--- config.mk ---
export PLATFORM = sky130hd
export DESIGN_NAME = cb_pulse_mod
export DESIGN_NICKNAME = d
export VERILOG_FILES = /design/src/rtl/cb_pulse_mod.sv
export SDC_FILE = /design/constraint.sdc
export NUM_CORES = 1
export LEC_CHECK = 0
export CORE_MARGIN = 8
export CORE_UTILIZATION = 25
export CTS_BUF_LIST = sky130_fd_sc_hd__clkbuf_4 sky130_fd_sc_hd__clkbuf_8
export DETAILED_ROUTE_END_ITERATION = 16
export GPL_ROUTABILITY_DRIVEN = 0
export PLACE_DENSITY_LB_ADDON = 0.2
export SETUP_SLACK_MARGIN = 0.05
export SLEW_MARGIN = 20
export SYNTH_ARGS = -nofsm -noshare
export SYNTH_HDL_FRONTEND = slang
export SYNTH_SLANG_ARGS = --single-unit
--- constraint.sdc ---
create_clock -name clk -period 5 [get_ports clk]
set_input_delay 1 -clock clk [delete_from_list [all_inputs] [get_ports clk]]
set_output_delay 1 -clock clk [all_outputs]
set_load 0.01 [all_outputs]
--- src/rtl/cb_pulse_mod.sv ---
module cb_pulse_mod #(
  parameter int IN_W    = 16,
  parameter int FS_LOG2 = 14,
  parameter int OVR_PCT = 6
) (
  input  logic                   clk,
  input  logic                   rst,
  input  logic                   en,
  input  logic signed [IN_W-1:0] code,
  output logic                   pulse_o
);
  localparam int FS    = 1 << FS_LOG2;
  localparam int QUANT = 10 * FS;
  localparam int OVR   = (FS * OVR_PCT) / 100;
  localparam int LO    = -OVR;
  localparam int HI    = FS + OVR;
  localparam int MID   = QUANT / 2;
  localparam int AW    = $clog2(QUANT) + 1;

  logic signed [IN_W-1:0] xc;
  logic [AW-1:0] acc, inc, sum;
  logic hit;

  assign xc  = (int'(code) < LO) ? IN_W'(LO) :
               (int'(code) > HI) ? IN_W'(HI) : code;
  assign inc = AW'(FS + 8 * int'(xc));
  assign sum = acc + inc;
  assign hit = sum >= AW'(QUANT);

  always_ff @(posedge clk) begin
    if (rst) begin
      acc     <= AW'(MID);
      pulse_o <= 1'b0;
    end else if (!en) begin
      pulse_o <= 1'b1;
    end else begin
      pulse_o <= hit;
      acc     <= hit ? sum - AW'(QUANT) : sum;
    end
  end

  logic rst_q;
  always_ff @(posedge clk) begin
    rst_q <= rst;
    if (rst_q) begin
      a_r2_reset_state: assert (acc == AW'(MID) && !pulse_o)
        else $error("reset state wrong");
    end
  end

  a_r3_acc_range: assert property (@(posedge clk) disable iff (rst)
    acc < AW'(QUANT));

  a_r7_idle_high: assert property (@(posedge clk) disable iff (rst)
    !en |=> pulse_o);

  a_r7_hold_state: assert property (@(posedge clk) disable iff (rst)
    !en |=> $stable(acc));
endmodule

Word-level counts from Yosys, hierarchy flattened:

Index checks and enable logic that the tools add are counted.

* word-level logic and storage cells: 12
* output and inout port bits: 1
* register bits: 20

* mux-type cells: 4
* add/sub/neg operators: 3
* $lt $le $gt $ge: 3

Operators with widths (number)
* two-way mux 16 bit: 2
* adder 16 x 19 -> 19 bit, first input constant: 1
* adder 19 bit: 1
* >= comparator 19 x 18 -> 1 bit, second input constant: 1
* two-way mux 19 bit: 1
* subtractor 19 x 18 -> 19 bit, second input constant: 1
* > comparator 16 bit, second input constant: 1
* < comparator 16 x 11 -> 1 bit, second input constant: 1
* two-way mux 1 bit: 1

Depth between registers and ports, before layout:

Gate-level depths: netlist of run 1.

* word-level depth: 7
* gate-level depth with buffers: 21

Worst setup path after synthesis of run 1:

Ideal clock, no wire load.

* kind: input port to flip-flop
* start point: input port code[6]
* end point: register acc[15]
* buffers on the path: 0
* slack: 0.380 ns
* arrival: 4.547 ns
* data required time: 4.927 ns
* stages: 15
* cells stage by stage: nand4_1 > o21ai_0 > nor3b_1 > o21ai_0 > ha_1 > ha_1 > nor2b_1 > o31a_1 > or2_0 > a311oi_1 > o21ai_0 > nor4b_2 > a31oi_2 > or3b_1 > o211ai_2

* longest elaborated chain between the ends: 7

Ends and longest elaborated chain
* start: declaration: RTL line 9 `input logic signed [IN_W-1:0] code,`
* > comparator 16 bit: RTL line 25 `(int'(code) > HI) ? IN_W'(HI) : code;`
* two-way mux 16 bit: RTL line 25
* two-way mux 16 bit *: RTL line 24 `assign xc = (int'(code) < LO) ? IN_W'(LO) :`
* adder 16 x 19 -> 19 bit *: RTL line 26 `assign inc = AW'(FS + 8 * int'(xc));`
* adder 19 bit *: RTL line 27 `assign sum = acc + inc;`
* subtractor 19 x 18 -> 19 bit / >= comparator 19 x 18 -> 1 bit (equally long branches): RTL line 38, 28
* two-way mux 19 bit *: RTL line 38 `acc <= hit ? sum - AW'(QUANT) : sum;`
* end signal: assignment: RTL line 32 `acc <= AW'(MID);`
* end signal: assignment: RTL line 38
* end: declaration: RTL line 21 `logic [AW-1:0] acc, inc, sum;`

Mark *: on every way between the ends. The rest lies on a longest branch, timed or not.
A chain may end at the register's enable or synchronous reset.

Worst setup path after layout of run 1:

* start point: input port code[10]
* end point: register acc[15]

The elaborated chain is that of the path after synthesis.

==> flow_summary_export.csv, run 1 <==
group,metric,value,unit
power_and_ir_drop,power_frac_seq,15.6,%
power_and_ir_drop,p_sw,0.493,mW
cts,cts_buffers,3,
yosys,synth-seq-cells,17,
global_routing,grt_pass1_wl,9090,um
global_routing,gr-total-overflow,0,
sta,setup_viol,0,
yosys,ys_seq_area_share,18.5,%
sta,fmax,209,MHz
cts,h-tree-depth,1,
sta,tightest_slew,0.974,ns
yosys,synth_edf_count,0,
yosys,syn_inst,226,
floorplanning,design.die.area,10300,um2
cts,path_clk_slew,0.07,ns
sta,fin_tns_setup,0,ns
critical_path,reg2reg_depth,12,
floorplanning,pin_count,20,
power_and_ir_drop,power.share.clock,9.4,%
cts,cts_sinks,17,
place,hpwlAfterDp,4520,um
layout,antenna_cells,0,
power_and_ir_drop,power_density,420,nW/um2
layout,syn_to_final_growth,55.7,%
cts,hold_buffers,0,
power_and_ir_drop,p_leak,1.39,nW
sta,clock_skew,0.00446,ns
global_routing,antenna_found_initial,0,
critical_path,cp_slowest_stage_delay,0.46,ns
critical_path,path_class,"primary input to flop",
critical_path,crit_path_start_kind,"primary input",
cts,clk_path_buf_depth,2,
critical_path,cp.arrival,4.98,ns
layout,multi_input_area,1630,um2
yosys,synth.avg_cell_area,8.13,um2
layout,layout_common_cells,"buf_4 (61), nor2_1 (26), ha_1 (23)",
place,portBuffers,19,
critical_path,crit_path_top_delay_cell,"clkdlybuf4s50_1",
cts,clkLatencyLatePin,0.26,ns
critical_path,worstSetupEndpointType,"flop",
detailed_routing,vias,1893,
floorplanning,core_area,7180,um2
detailed_routing,wirelength,5590,um
sta,finalMaxSlewViolations,0,
detailed_routing,remaining_drc_errors,0,
critical_path,crit_fanout,5,
yosys,synth_ff_type,"dfxtp_1",
cts,cts_tree,"done",
power_and_ir_drop,p_sw_share,41.0,%
global_routing,grt_pass1_vias,1888,
power_and_ir_drop,vdd_drop_max,0.172,mV
yosys,netlist_area,1840,um2
yosys,synthArstFlopShare,0,%
outcome,status,"finished clean",
yosys,synth_nets,276,
power_and_ir_drop,p_comb_share,75.0,%
floorplanning,start_util,25.6,%
yosys,synth_cell_types,56,
sta,max_slew_margin,34.9,%
layout,seqCellArea,340,um2
layout,final_core_util,39.9,%
sta,hold_viol_final,0,
critical_path,crit_chain,"clkdlybuf4s50_1 > nor4_4 > o21ai_1 > nor3b_4 > buf_4 > o21a_1 > ha_1 > ha_2 > inv_2 > fa_2 > nor2b_2 > o31a_1 > or2_1 > a311oi_2 > o21ai_2 > nor4b_4 > a31oi_4 > or3b_1 > o211ai_2",
run,maxCapViolCount,0,
sta,finalCritPeriodShare,95.8,%
global_routing,grt_max_degree,21,
sta,rsz0062_at_grt,"no",
detailed_routing,drt_first_pass_iters,4,
power_and_ir_drop,intPower,0.708,mW
sta,min_period,4.79,ns
min_path,min_path_cells,2,
layout,nets,354,
detailed_routing,wl_per_cell,13.9,um
critical_path,required,5.19,ns
detailed_routing,drt-initial-drc-count,67,
layout,mostFrequentLayoutCell,"buf_4",
floorplanning,die_h,102,um
floorplanning,rows,31,
global_routing,grtUsageTotal,11.1,%
detailed_routing,post_drt_via_cell_ratio,4.71,
layout,drive_above_1_share,33.0,%
yosys,synth_warnings,0,
cts,clockRootBuffer,"clkbuf_8",
min_path,hold_path.class,"flop to flop",
detailed_routing,drtAntennaViolNets,0,
layout,n_fill_cell,722,
floorplanning,die_x,102,um
-- cells in the mapped netlist, types with 3 or more instances --
master | count | area (um2)
ha_1 | 30 | 375
nor2_1 | 27 | 101
dfxtp_1 | 17 | 340
nand2_1 | 13 | 48.8
inv_1 | 12 | 45.0
o21ai_0 | 11 | 55.1
a21oi_1 | 10 | 50.1
mux2i_1 | 9 | 90.1
o21a_1 | 9 | 67.6
a21o_1 | 6 | 45.0
clkbuf_1 | 5 | 18.8
xnor2_1 | 5 | 43.8
xor2_1 | 5 | 43.8
a211oi_1 | 4 | 30.0
nor3_1 | 4 | 20.0
nand2b_1 | 3 | 18.8
nand3_1 | 3 | 15.0
nand4_1 | 3 | 18.8
nor2b_1 | 3 | 18.8
o21bai_1 | 3 | 22.5
o31a_1 | 3 | 26.3
or3_1 | 3 | 18.8
-- registers in the layout (all words and copies together) (netlist names) --
signal   flops
pulse_o      1
acc         16
-- final cells by class --
cell class                 instances  share of cell area, %
timing repair buffer              80                   23.5
sequential                        17                   11.9
multi-input combinational        190                   57.0
clock buffer                       4                   1.71
inverter                          12                   1.57
tap                               99                   4.33
-- power groups by stage --
stage	sequential (mW)	clock (mW)	combinational, mW
floorplan	0.185	0	0.483
global placement	0.189	0	0.792
detailed placement	0.189	0	0.792
CTS	0.186	0.117	0.828
global route	0.191	0.123	0.994
finish	0.188	0.113	0.900
-- kinds of logic after synthesis --
group	Yosys count	synth area share, %
adder cells (fa/ha/maj)	31	21.5
XOR/XNOR	10	4.77
multiplexers	9	4.90
flip-flops	17	18.5
AO/OA/AOI/OAI	66	25.8
buffers and inverters	19	3.95
AND/OR/NAND/NOR	74	20.5
-- through the flow --
step / power (mW) / hold slack, ns / setup slack [ns] / instance area [um2] / std cells
finish: 1.20 / 0.491 / 0.208 / 2860 / 402
global route: 1.31 / 0.530 / 0.0674 / 2860 / 402
CTS: 1.13 / 0.493 / 0.0651 / 2680 / 399
detailed placement: 0.981 / 0.484 / -0.620 / 2540 / 393
global placement: 0.981 / 0.476 / -0.536 / 2540 / 393
floorplan: 0.669 / 0.460 / 0.380 / 1840 / 226
-- worst max-delay path, delay by kind of cell --
family / cells / cell delay (ns)
AO/OA/AOI/OAI: 7 / 1.25
AND/OR/NAND/NOR: 6 / 1.38
adder cells (fa/ha/maj): 3 / 0.68
buffers and inverters: 3 / 0.65
-- routing by layer --
layer  GRT usage (%)  routed length (um)
met5               0                   0
met2            19.2                2770
met3            2.54                 170
met4            2.52                  38
met1            13.6                2620
-- repair_timing --
action / in CTS / in global routing
pin swaps: 12 / 24
setup endpoints to repair: 5 / 5
buffers inserted: 2 / 3
gates cloned: 0 / 0
gates resized for setup: 20 / 31
-- worst paths after layout --
| check | endpoint | slack [ns] | start |
|---|---|---|---|
| max reg2reg | acc[15]$_SDFFE_PP0P_ | 1.87 | acc[14]$_SDFFE_PP1P_ |
| max | acc[15]$_SDFFE_PP0P_ | 0.21 | code[10] |
| min | acc[17]$_SDFFE_PP0P_ | 0.49 | acc[17]$_SDFFE_PP0P_ |
| min reg2reg | acc[17]$_SDFFE_PP0P_ | 0.49 | acc[17]$_SDFFE_PP0P_ |
(Power assumes the default switching activity.)
==> run 2: changes to the inputs <==
MAX_ROUTING_LAYER = met4   (was not set)
SETUP_SLACK_MARGIN = not set   (was 0.05)
==> run 2 against run 1 <==
Sequential power is essentially flat. Die area is the same. Routed wire length shrank 1.3%. Clock skew shrank 0.00058 ns. Clock power is essentially flat. Worst setup slack lost 0.047 ns. Cell area shrank 2.5%. Largest power group unchanged. Cell count shrank 0.25%. Core utilization shrank 1.0 points. Sequential share of layout area grew 0.31 points. Register-to-register slack is essentially flat. Clock-buffer cell count is the same.
==> flow_summary_export.csv, run 2 (synthesis results as in run 1) <==
group,metric,value,unit
floorplanning,start_util,25.6,%
layout,drive_above_1_share,30.8,%
layout,reg_top3,"acc x16, pulse_o x1",
cts,hold_buffers,0,
sta,clock_skew,0.00388,ns
detailed_routing,drt-met1-wl,2620,um
floorplanning,core_area,7180,um2
cts,path_clk_slew,0.07,ns
cts,cts_buffers,3,
layout,largest_reg_flops,16,
detailed_routing,drt_first_pass_iters,4,
place,hpwlAfterDp,4520,um
critical_path,path_class,"primary input to flop",
layout,multi_input_area,1560,um2
sta,max_slew_margin,37.0,%
sta,min_period,4.84,ns
layout,design_area,2790,um2
global_routing,grt_max_degree,21,
layout,top_register,"acc",
power_and_ir_drop,p_leak,1.40,nW
floorplanning,die_h,102,um
critical_path,reg2reg_setup_slack,1.86,ns
layout,mostFrequentLayoutCell,"buf_4",
sta,finalMaxSlewViolations,0,
cts,clockRootBuffer,"clkbuf_8",
detailed_routing,post_drt_via_cell_ratio,4.71,
cts,cts_tree,"done",
layout,seqCellArea,340,um2
detailed_routing,wl_met3,150,um
place,portBuffers,19,
global_routing,antenna_found_initial,0,
power_and_ir_drop,p_total,1.18,mW
floorplanning,die_x,102,um
layout,n_fill_cell,744,
detailed_routing,wirelength,5520,um
floorplanning,pin_count,20,
critical_path,crit_path_start_kind,"primary input",
place,pre_cts_ws,-0.620,ns
floorplanning,design.die.area,10300,um2
global_routing,grt_pass1_wl,8930,um
detailed_routing,vias,1887,
run,maxCapViolCount,0,
layout,syn_to_final_growth,51.8,%
layout,antenna_cells,0,
sta,finalCritPeriodShare,96.8,%
critical_path,crit_fanout,5,
critical_path,required,5.18,ns
outcome,status,"finished clean",
detailed_routing,wl_per_cell,13.8,um
detailed_routing,remaining_drc_errors,0,
sta,fin_tns_setup,0,ns
cts,cts_sinks,17,
sta,tightest_slew,0.942,ns
sta,setup_slack,0.161,ns
sta,hold_viol_final,0,
floorplanning,rows,31,
sta,fmax,207,MHz
layout,layout_common_cells,"buf_4 (60), ha_1 (28), nor2_1 (27)",
detailed_routing,route.met2.wl,2710,um
cts,clkLatencyLatePin,0.26,ns
layout,final_core_util,38.8,%
cts,clk_path_buf_depth,2,
sta,rsz0062_at_grt,"no",
power_and_ir_drop,vdd_drop_max,0.172,mV
critical_path,worstSetupEndpointType,"flop",
detailed_routing,top_layer_used,"met4",
global_routing,grt_pass1_vias,1872,
global_routing,gr-total-overflow,0,
min_path,hold_path.class,"flop to flop",
layout,nets,353,
detailed_routing,drtAntennaViolNets,0,
detailed_routing,drt-initial-drc-count,57,
global_routing,grtUsageTotal,11.3,%
power_and_ir_drop,power_density,423,nW/um2
place,postPlaceCellArea,2540,um2
cts,h-tree-depth,1,
sta,setup_viol,0,
critical_path,cp.arrival,5.02,ns
==> run 2: cell count changes in the layout (fill, tap and decap cells not counted), sizes merged <==
cell	before	now
buf	61	60
==> run 2: stage by stage <==
| stage | hold slack, ns | cells |
|---|---|---|
| after CTS | 0.493 | 398 |
| after global routing | 0.530 | 401 |
| after detailed placement | 0.484 | 393 |
| after floorplan | 0.460 | 226 |
| after global placement | 0.476 | 393 |
| final | 0.491 | 401 |
==> run 2: area by class of cell <==
class,instances,area share [%]
Multi-Input combinational cell,190,56.1
Timing Repair Buffer,79,23.9
Sequential cell,17,12.2
Tap cell,99,4.44
Clock buffer,4,1.75
Inverter,12,1.62
==> run 2: critical path: stages <==
cell and delay, ns:
clkdlybuf4s50_1 0.46, nor4_4 0.21, o21ai_1 0.13, nor3b_4 0.18, buf_4 0.15, o21a_1 0.17, ha_1 0.27, ha_2 0.19
inv_2 0.06, fa_2 0.22, nor2b_2 0.06, o31a_1 0.30, or2_1 0.26, a311oi_2 0.33, o21ai_2 0.12, nor4b_4 0.31
a31oi_4 0.13, or3b_1 0.40, o211ai_2 0.07
==> run 2: what timing repair did <==
item | 4_1_cts | 5_1_grt
setup endpoints to repair | 5 | 5
pin swaps | 6 | 19
gates resized for setup | 11 | 35
setup buffers | 1 | 3
==> run 2: routing by layer <==
metal,up-vias,global-route usage [%]
li1,990,-
met1,876,13.6
met2,17,18.6
met3,4,2.41
met4,0,2.52
met5,-,-
==> run 2: worst paths after layout <==
kind	depth (start not counted)	startpoint	end
setup reg to reg	11	acc[6]$_SDFFE_PP0P_	acc[15]$_SDFFE_PP0P_
setup / recovery	19	code[10]	acc[15]$_SDFFE_PP0P_
hold / removal	2	acc[17]$_SDFFE_PP0P_	acc[17]$_SDFFE_PP0P_
hold reg to reg	2	acc[17]$_SDFFE_PP0P_	acc[17]$_SDFFE_PP0P_
==> run 2: report_power, final <==
part           internal, mW  switching (mW)
Clock                0.0621          0.0503
Combinational         0.466           0.416
Sequential            0.168          0.0178
Total                 0.697           0.484
